$ cat src/rtl/acc_cpu_pkg.sv
package acc_cpu_pkg;

    // Opcode byte values
    localparam int OPC_LOAD  = 1;
    localparam int OPC_STORE = 2;
    localparam int OPC_ADD   = 3;
    localparam int OPC_SUB   = 4;
    localparam int OPC_JZ    = 5;
    localparam int OPC_JMP   = 6;
    localparam int OPC_HALT  = 7;

    typedef enum logic [2:0] {
        ST_FOP,   // present opcode address
        ST_FARG,  // opcode on read data, present operand address
        ST_DEC,   // operand on read data, finish or start data access
        ST_EXE,   // data on read data, update accumulator
        ST_HALT
    } cpu_state_e;

    typedef enum logic [2:0] {
        K_NOP, K_LOAD, K_STORE, K_ADD, K_SUB, K_JZ, K_JMP, K_HALT
    } op_kind_e;

    typedef enum logic [1:0] {
        ALU_PASS, ALU_ADD, ALU_SUB
    } alu_op_e;

endpackage

$ cat src/rtl/acc_cpu_decode.sv
module acc_cpu_decode
    import acc_cpu_pkg::*;
#(
    parameter int DW = 8
) (
    input  logic [DW-1:0] opcode,
    output op_kind_e      kind,
    output alu_op_e       alu_op
);

    always_comb begin
        kind   = K_NOP;
        alu_op = ALU_PASS;
        if (opcode == DW'(OPC_LOAD)) begin
            kind = K_LOAD;
        end else if (opcode == DW'(OPC_STORE)) begin
            kind = K_STORE;
        end else if (opcode == DW'(OPC_ADD)) begin
            kind   = K_ADD;
            alu_op = ALU_ADD;
        end else if (opcode == DW'(OPC_SUB)) begin
            kind   = K_SUB;
            alu_op = ALU_SUB;
        end else if (opcode == DW'(OPC_JZ)) begin
            kind = K_JZ;
        end else if (opcode == DW'(OPC_JMP)) begin
            kind = K_JMP;
        end else if (opcode == DW'(OPC_HALT)) begin
            kind = K_HALT;
        end
    end

endmodule

$ cat src/rtl/acc_cpu_alu.sv
module acc_cpu_alu
    import acc_cpu_pkg::*;
#(
    parameter int DW = 8
) (
    input  alu_op_e       op,
    input  logic [DW-1:0] a,
    input  logic [DW-1:0] b,
    output logic [DW-1:0] y,
    output logic          zero
);

    always_comb begin
        unique case (op)
            ALU_ADD: y = a + b;
            ALU_SUB: y = a - b;
            default: y = b;
        endcase
        zero = (y == '0);
    end

endmodule

$ cat src/rtl/acc_cpu_core.sv
module acc_cpu_core
    import acc_cpu_pkg::*;
#(
    parameter int DW = 8
) (
    input  logic          clk,
    input  logic          rst_n,
    output logic [DW-1:0] mem_addr,
    output logic          mem_we,
    output logic [DW-1:0] mem_wdata,
    input  logic [DW-1:0] mem_rdata,
    output logic          halted
);

    localparam int AW = DW;  // operand byte is a full address

    typedef struct packed {
        cpu_state_e    st;
        logic [AW-1:0] pc;
        logic [DW-1:0] acc;
        logic          zf;
        op_kind_e      kind;
        alu_op_e       aop;
    } core_regs_t;

    core_regs_t regs_d, regs_q;

    op_kind_e      dec_kind;
    alu_op_e       dec_aop;
    logic [DW-1:0] alu_y;
    logic          alu_zero;

    acc_cpu_decode #(.DW(DW)) u_decode (
        .opcode (mem_rdata),
        .kind   (dec_kind),
        .alu_op (dec_aop)
    );

    acc_cpu_alu #(.DW(DW)) u_alu (
        .op   (regs_q.aop),
        .a    (regs_q.acc),
        .b    (mem_rdata),
        .y    (alu_y),
        .zero (alu_zero)
    );

    always_comb begin
        regs_d    = regs_q;
        mem_addr  = regs_q.pc;
        mem_we    = 1'b0;
        mem_wdata = regs_q.acc;
        unique case (regs_q.st)
            ST_FOP: begin
                regs_d.pc = regs_q.pc + AW'(1);
                regs_d.st = ST_FARG;
            end
            ST_FARG: begin
                regs_d.kind = dec_kind;
                regs_d.aop  = dec_aop;
                regs_d.pc   = regs_q.pc + AW'(1);
                regs_d.st   = ST_DEC;
            end
            ST_DEC: begin
                regs_d.st = ST_FOP;
                unique case (regs_q.kind)
                    K_LOAD, K_ADD, K_SUB: begin
                        mem_addr  = mem_rdata;
                        regs_d.st = ST_EXE;
                    end
                    K_STORE: begin
                        mem_addr = mem_rdata;
                        mem_we   = 1'b1;
                    end
                    K_JMP: regs_d.pc = mem_rdata;
                    K_JZ: begin
                        if (regs_q.zf) regs_d.pc = mem_rdata;
                    end
                    K_HALT: regs_d.st = ST_HALT;
                    default: ;
                endcase
            end
            ST_EXE: begin
                regs_d.acc = alu_y;
                regs_d.zf  = alu_zero;
                regs_d.st  = ST_FOP;
            end
            default: regs_d.st = ST_HALT;
        endcase
    end

    always_ff @(posedge clk) begin
        if (!rst_n) begin
            regs_q <= '{st: ST_FOP, pc: '0, acc: '0, zf: 1'b0,
                        kind: K_NOP, aop: ALU_PASS};
        end else begin
            regs_q <= regs_d;
        end
    end

    assign halted = (regs_q.st == ST_HALT);


    store_pulse_chk: assert property (@(posedge clk) disable iff (!rst_n)
        mem_we |=> !mem_we);


    halt_hold_chk: assert property (@(posedge clk) disable iff (!rst_n)
        halted |=> (halted && !mem_we && $stable(mem_addr)));


    flag_keep_chk: assert property (@(posedge clk) disable iff (!rst_n)
        (regs_q.st == ST_DEC && (regs_q.kind == K_STORE || regs_q.kind == K_JZ
                                 || regs_q.kind == K_JMP))
        |=> $stable(regs_q.zf));


    jump_target_chk: assert property (@(posedge clk) disable iff (!rst_n)
        (regs_q.st == ST_DEC && regs_q.kind == K_JMP)
        |=> (regs_q.pc == $past(mem_rdata)));


    acc_add_chk: assert property (@(posedge clk) disable iff (!rst_n)
        (regs_q.st == ST_EXE && regs_q.kind == K_ADD)
        |=> (regs_q.acc == DW'($past(regs_q.acc) + $past(mem_rdata))));

endmodule

$ cat config.mk
export PLATFORM = sky130hd
export DESIGN_NAME = acc_cpu_core
export DESIGN_NICKNAME = d
export VERILOG_FILES = /design/src/rtl/acc_cpu_pkg.sv /design/src/rtl/acc_cpu_decode.sv /design/src/rtl/acc_cpu_alu.sv /design/src/rtl/acc_cpu_core.sv
export SDC_FILE = /design/constraint.sdc
export NUM_CORES = 1
export LEC_CHECK = 0
export ABC_CLOCK_PERIOD_IN_PS = 3300
export BUFFER_PORTS_ARGS = -buffer_cell sky130_fd_sc_hd__buf_2
export CAP_MARGIN = 40
export CORE_ASPECT_RATIO = 1.75
export CORE_MARGIN = 1
export CORE_UTILIZATION = 57
export DETAILED_ROUTE_END_ITERATION = 12
export PLACE_DENSITY = 0.77
export SYNTH_ARGS = -nofsm -noshare
export SYNTH_HDL_FRONTEND = slang
export SYNTH_SLANG_ARGS = --single-unit
$ cat constraint.sdc
create_clock -name clk -period 3.3 [get_ports clk]
set_input_delay 0.165 -clock clk [delete_from_list [all_inputs] [get_ports clk]]
set_output_delay 0.165 -clock clk [all_outputs]
set_load 0.005 [all_outputs]
; Word level (Yosys, flattened, before mapping)
; Cells that the tools add are included.
[totals]
reg_bits = 25
latch_bits = 0
mem_bits_rw = 0
rom_bits = 0
inputBits = 10
n_memories = 0
[classes]
add_sub_neg = 3
multipliers = 0
div = 0
order_cmp = 0
eq_ne = 22
shift = 0
mux = 21
bitwise = 0
reduce_logical = 7
[op_table]
columns = operator, n
row1 = $pmux 8 s2, 3
row2 = $eq 8x3->1 const B, 4
row3 = $mux 8, 3
row4 = $mux 3, 7
row5 = $eq 8x2->1 const B, 2
row6 = $eq 3x3->1 const B, 5
row7 = $eq 3x2->1 const B, 4
row8 = $pmux 3 s4, 1
row9 = $add 8x1->8 const B, 1
row10 = $add 8x8->8, 1
row11 = $eq 8x1->1 const B, 1
row12 = $logic_not 8->1, 1
row13 = $mux 2, 4
row14 = $sub 8x8->8, 1
row15 = $eq 3x1->1 const B, 2
row16 = $pmux 3 s2, 1
row17 = $reduce_or 4->1, 1
row18 = $logic_not 3->1, 1
row19 = $ne 3x1->1 const B, 1
row20 = $ne 3x3->1 const B, 1
row21 = $reduce_and 3->1, 1
row22 = $reduce_or 3->1, 1
row23 = $eq 2x1->1 const B, 1
row24 = $eq 2x2->1 const B, 1
row25 = 3 further kinds, 4

; Depth between registers and ports, before layout
[logic_depth]
depth_word = 8
mapped_depth = 12
depth_no_buf = 12

; Modules after synthesis
; Synthesis repeated with hierarchy kept, for this count alone.
[unflattened]
hier_cells = 254
hier_area_um2 = 2125.8
[modules_own_cells]
columns = mod, n_inst, cells_per_inst, area_per_inst_um2, seq_area_each_um2
row1 = acc_cpu_core, 1, 159, 1422.6, 500.5
row2 = acc_cpu_alu, 1, 85, 614.3, 0.0
row3 = acc_cpu_decode, 1, 10, 88.8, 0.0

; Least setup slack after synthesis
; OpenSTA, ideal clock, no wires.
[synth_path]
path_kind = register to register
from = register regs_q[0]
to = register regs_q[5]
setup_ns = 0.084
t_arrival_ns = 2.508
required_time_ns = 3.216
setup_slack_ns = 0.708
stages_incl_launch_ff = 13
path_buffers = 0
synth_period_minus_slack_ns = 2.592
path_cell_list = dfxtp_1 > inv_1 > ha_1 > mux2_2 > inv_1 > ha_1 > nand2b_1 > a211oi_1 > a211oi_2 > xor2_1 > o21ai_1 > or4_1 > o31ai_2
[synth_between]
elab_chain_len = 3
elab_cells_between_ends = 4
cone_classes = eq/ne (2) / mux (1) / reduce/logical (1)
[synth_lines]
columns = item, line_no
row1 = "start, declared", acc_cpu_core.sv:26  ; core_regs_t regs_d, regs_q;
row2 = "start signal, assigned", acc_cpu_core.sv:93  ; regs_q <= '{st: ST_FOP, pc: '0, acc: '0, zf: 1'b0,
row3 = "start signal, assigned", acc_cpu_core.sv:96  ; regs_q <= regs_d;
row4 = $eq 2x2->1 or $eq 2x1->1 (tied branches), acc_cpu_alu.sv:14  ; unique case (op)
row5 = $pmux 8 s2 *, acc_cpu_alu.sv:14
row6 = $logic_not 8->1 *, acc_cpu_alu.sv:19  ; zero = (y == '0);
; Every way passes the cells marked *; elsewhere a longest branch is shown, timed or not.
; A chain may end at the register's enable or synchronous reset.

; Worst setup path in the final report
[layout_path]
from = register regs_q[1]
to = register regs_q[5]
; The elaborated chain is that of the path after synthesis.

==> flow_summary.toml <==
[sta]
finalSetupTns_ns = 0
hold_ws_ns = 0.209
worstMarginPinSlew_ns = 0.689
slew_headroom = 0.540
period_needed_ns = 2.83
setup_viol = 0
drv_slew = 0
fin_worst_skew_ns = 0.00374
rsz0062_at_grt = "no"
period_share = 0.857
hold_violations = 0
clock.fmax_mhz = 353

[clock_tree]
clk_pin_slew_ns = 0.09
cts_made_buffers = 3
insertion_delay_ns = 0.27
cts_max_level = 1
tritoncts = "done"
hold_buffers = 0
cts_sinks = 25
postCtsResizedCells = 0
cts_buffer_depth = 2
root_buffer = "clkbuf_8"
cts_setup_buffers = 0

[detailed_routing]
detail-route-antenna-nets = 0
num_vias = 1794
wire_per_inst_um = 14.9
drt_first_pass_iters = 4
vias_per_cell = 6.00
wl_mm = 4.46
drc = 0
drtIter0Drc = 47

[critical_path]
r2r_cells = 11
path_depth = 11
max_stage_delay_ns = 0.56
required_ns = 3.50
cp_common_cell = "ha_1"
critPathMaxFanout = 7
critPathLaunchType = "register"
cp.arrival_ns = 3.03
reg2reg_from = "regs_q[1]"
worst-setup-path-type = "register to register"
cp-endpoint = "regs_q[5]"
rrSetupSlack_ns = 0.47
crit_buf_inv = 1
end_kind = "register"
crit_path_cell_trace = "ha_1, mux2_2, inv_1, ha_1, nand2b_1, a211oi_1, a211oi_2, xor2_1, o21ai_1, or4_1, o31ai_2"
crit_family = "simple AND/OR/NAND/NOR gates"
r2r-end = "regs_q[5]"
worst_path_max_delay_cell = "or4_1"
crit_path_start = "regs_q[1]"

[pwr]
power_frac_clock = 0.268
powerDensity_nw_per_um2 = 340
switching_power_w = 0.000220
p_comb_frac = 0.255
p_sw_frac = 0.311
seq_power_share = 0.477
internal_power_w = 0.000486
p_leak_nw = 0.909
ir_drop_uv = 299

[die]
rows = 27
core_um2 = 3210
die_x_um = 46.3
initial_core_util = 0.611
die_h_um = 79.6
io_pins = 28
dieArea_um2 = 3690

[cells_and_area]
final_cell_mix = "31 x nor2_1, 27 x buf_2, 25 x dfxtp_1, 16 x nand2_1"
drive_gt1_frac = 0.152
diodes = 0
syn_to_final_growth_pct = 6.07
final_common_cell = "nor2_1"
nNetsFinal = 281

[placement]
port_buffers = 27
routabilityCongestion = 0.912
place_hpwl_mm = 3.36

[synthesis]
synth-seq-cells = 25
netlist_area_um2 = 1960
syn_area_per_cell_um2 = 8.00
ys_warn_count = 0
synth_edf_count = 0
synthArstFlopShare = 0
seq_area_frac_synth = 0.255
synth_cell_types = 48
ys.flop_type = "dfxtp_1"
synth_nets = 269
synth_cells = 245

[grt]
track_usage = 0.270
grt_pass1_wl_mm = 7.39
grt_pass1_vias = 1700
grt_max_degree = 21
antenna_found_initial = 0
grt_overflow = 0

[run]
max_cap_viol_count = 0

[run_status]
status = "finished clean"

[min_path]
hold_path_class = "primary input to register"
[cells by family (layout without fill, tap and decap cells)]
family | count (synthesis) | count (layout) | share of synthesized area
AOI/OAI and AO/OA | 63 | 63 | 0.216
xor gates and xnor gates | 10 | 10 | 0.0447
adders and majority gates | 14 | 14 | 0.0932
buffers and inverters | 29 | 40 | 0.0798
and+or+nand+nor | 91 | 91 | 0.238
DFF | 25 | 25 | 0.255
muxes | 13 | 13 | 0.0728
[metal layers]
| metal | track usage | part of all wire | vias to the layer above |
|---|---|---|---|
| li1 | - | - | 895 |
| met1 | 0.293 | 0.40 | 840 |
| met2 | 0.475 | 0.54 | 45 |
| met3 | 0.0317 | 0.027 | 14 |
| met4 | 0.138 | 0.032 | 0 |
| met5 | 0 | 0 | - |
[stage by stage]
stage	cells	total power, W	utilization	worst slack, ns	instance area [um2]
2_1_floorplan	245	0.000477	-	0.708	1960
3_3_place_gp	295	0.000518	0.634	0.514	2030
3_5_place_dp	295	0.000522	0.634	0.443	2030
4_1_cts	299	0.000707	0.648	0.489	2080
5_1_grt	299	0.000739	0.648	0.236	2080
6_report	299	0.000706	0.648	0.470	2080
[worst register-to-register path: cells and delay by family, from the launching register on]
| kind | cells | cell delay [ns] |
|---|---|---|
| AND/OR/NAND/NOR | 2 | 0.65 |
| AO/OA/AOI/OAI | 4 | 0.60 |
| adder cells (fa/ha/maj) | 2 | 0.51 |
| multiplexers | 1 | 0.39 |
| flip-flops | 1 | 0.37 |
| XOR/XNOR | 1 | 0.17 |
| buffers and inverters | 1 | 0.06 |
[state kept, by name, summed over array words and instances, names as in the netlist]
name and cells:
mem_wdata 8, regs_q 17
[power by group through the flow]
stage / sequential, W / combinational, W / clock (W)
finish: 0.000337 / 0.000180 / 0.000189
global route: 0.000339 / 0.000202 / 0.000198
global placement: 0.000343 / 0.000175 / 0
CTS: 0.000337 / 0.000180 / 0.000190
floorplan: 0.000335 / 0.000142 / 0
detailed placement: 0.000344 / 0.000179 / 0
[synth_stat cells (all sizes together), types with 2 or more instances]
library cell / instances / area [um2]
nand2b: 7 / 43.8
nor3: 12 / 60.1
nor4: 2 / 12.5
xor2: 3 / 26.3
nand2: 16 / 60.1
ha: 13 / 163
o31ai: 3 / 27.5
xnor2: 7 / 61.3
a211oi: 8 / 65.1
nor2b: 2 / 12.5
a21oi: 13 / 65.1
buf: 14 / 100
nand4: 3 / 18.8
nand3b: 2 / 27.5
o21ai: 15 / 75.1
mux2: 10 / 113
a22o: 3 / 26.3
inv: 7 / 26.3
and3: 5 / 31.3
or4: 2 / 15.0
a22oi: 8 / 60.1
nand3: 2 / 10.0
nor2: 32 / 123
dfxtp: 25 / 500
mux2i: 3 / 30.0
o21a: 6 / 45.0
nor3b: 3 / 27.5
clkbuf: 8 / 30.0
[cell type report]
class | count | area [um2]
flip-flops and latches | 25 | 500
fillers | 295 | 1130
well taps | 43 | 53.8
clock buffers | 4 | 45.0
repair buffers | 29 | 150
inverters | 7 | 26.3
multi-input cells | 191 | 1300
[how the worst min path moves through the flow]
stage	from	to	slack (ns)	cells after the start
2_1_floorplan	rst_n	mem_wdata[7]	0.30	1
3_3_place_gp	regs_q[1]	regs_q[1]	0.45	2
3_5_place_dp	regs_q[1]	regs_q[1]	0.47	2
4_1_cts	rst_n	mem_wdata[3]	0.20	3
5_1_grt	rst_n	mem_wdata[7]	0.22	2
6_report	rst_n	mem_wdata[3]	0.21	3
(Power assumes the default switching activity.)
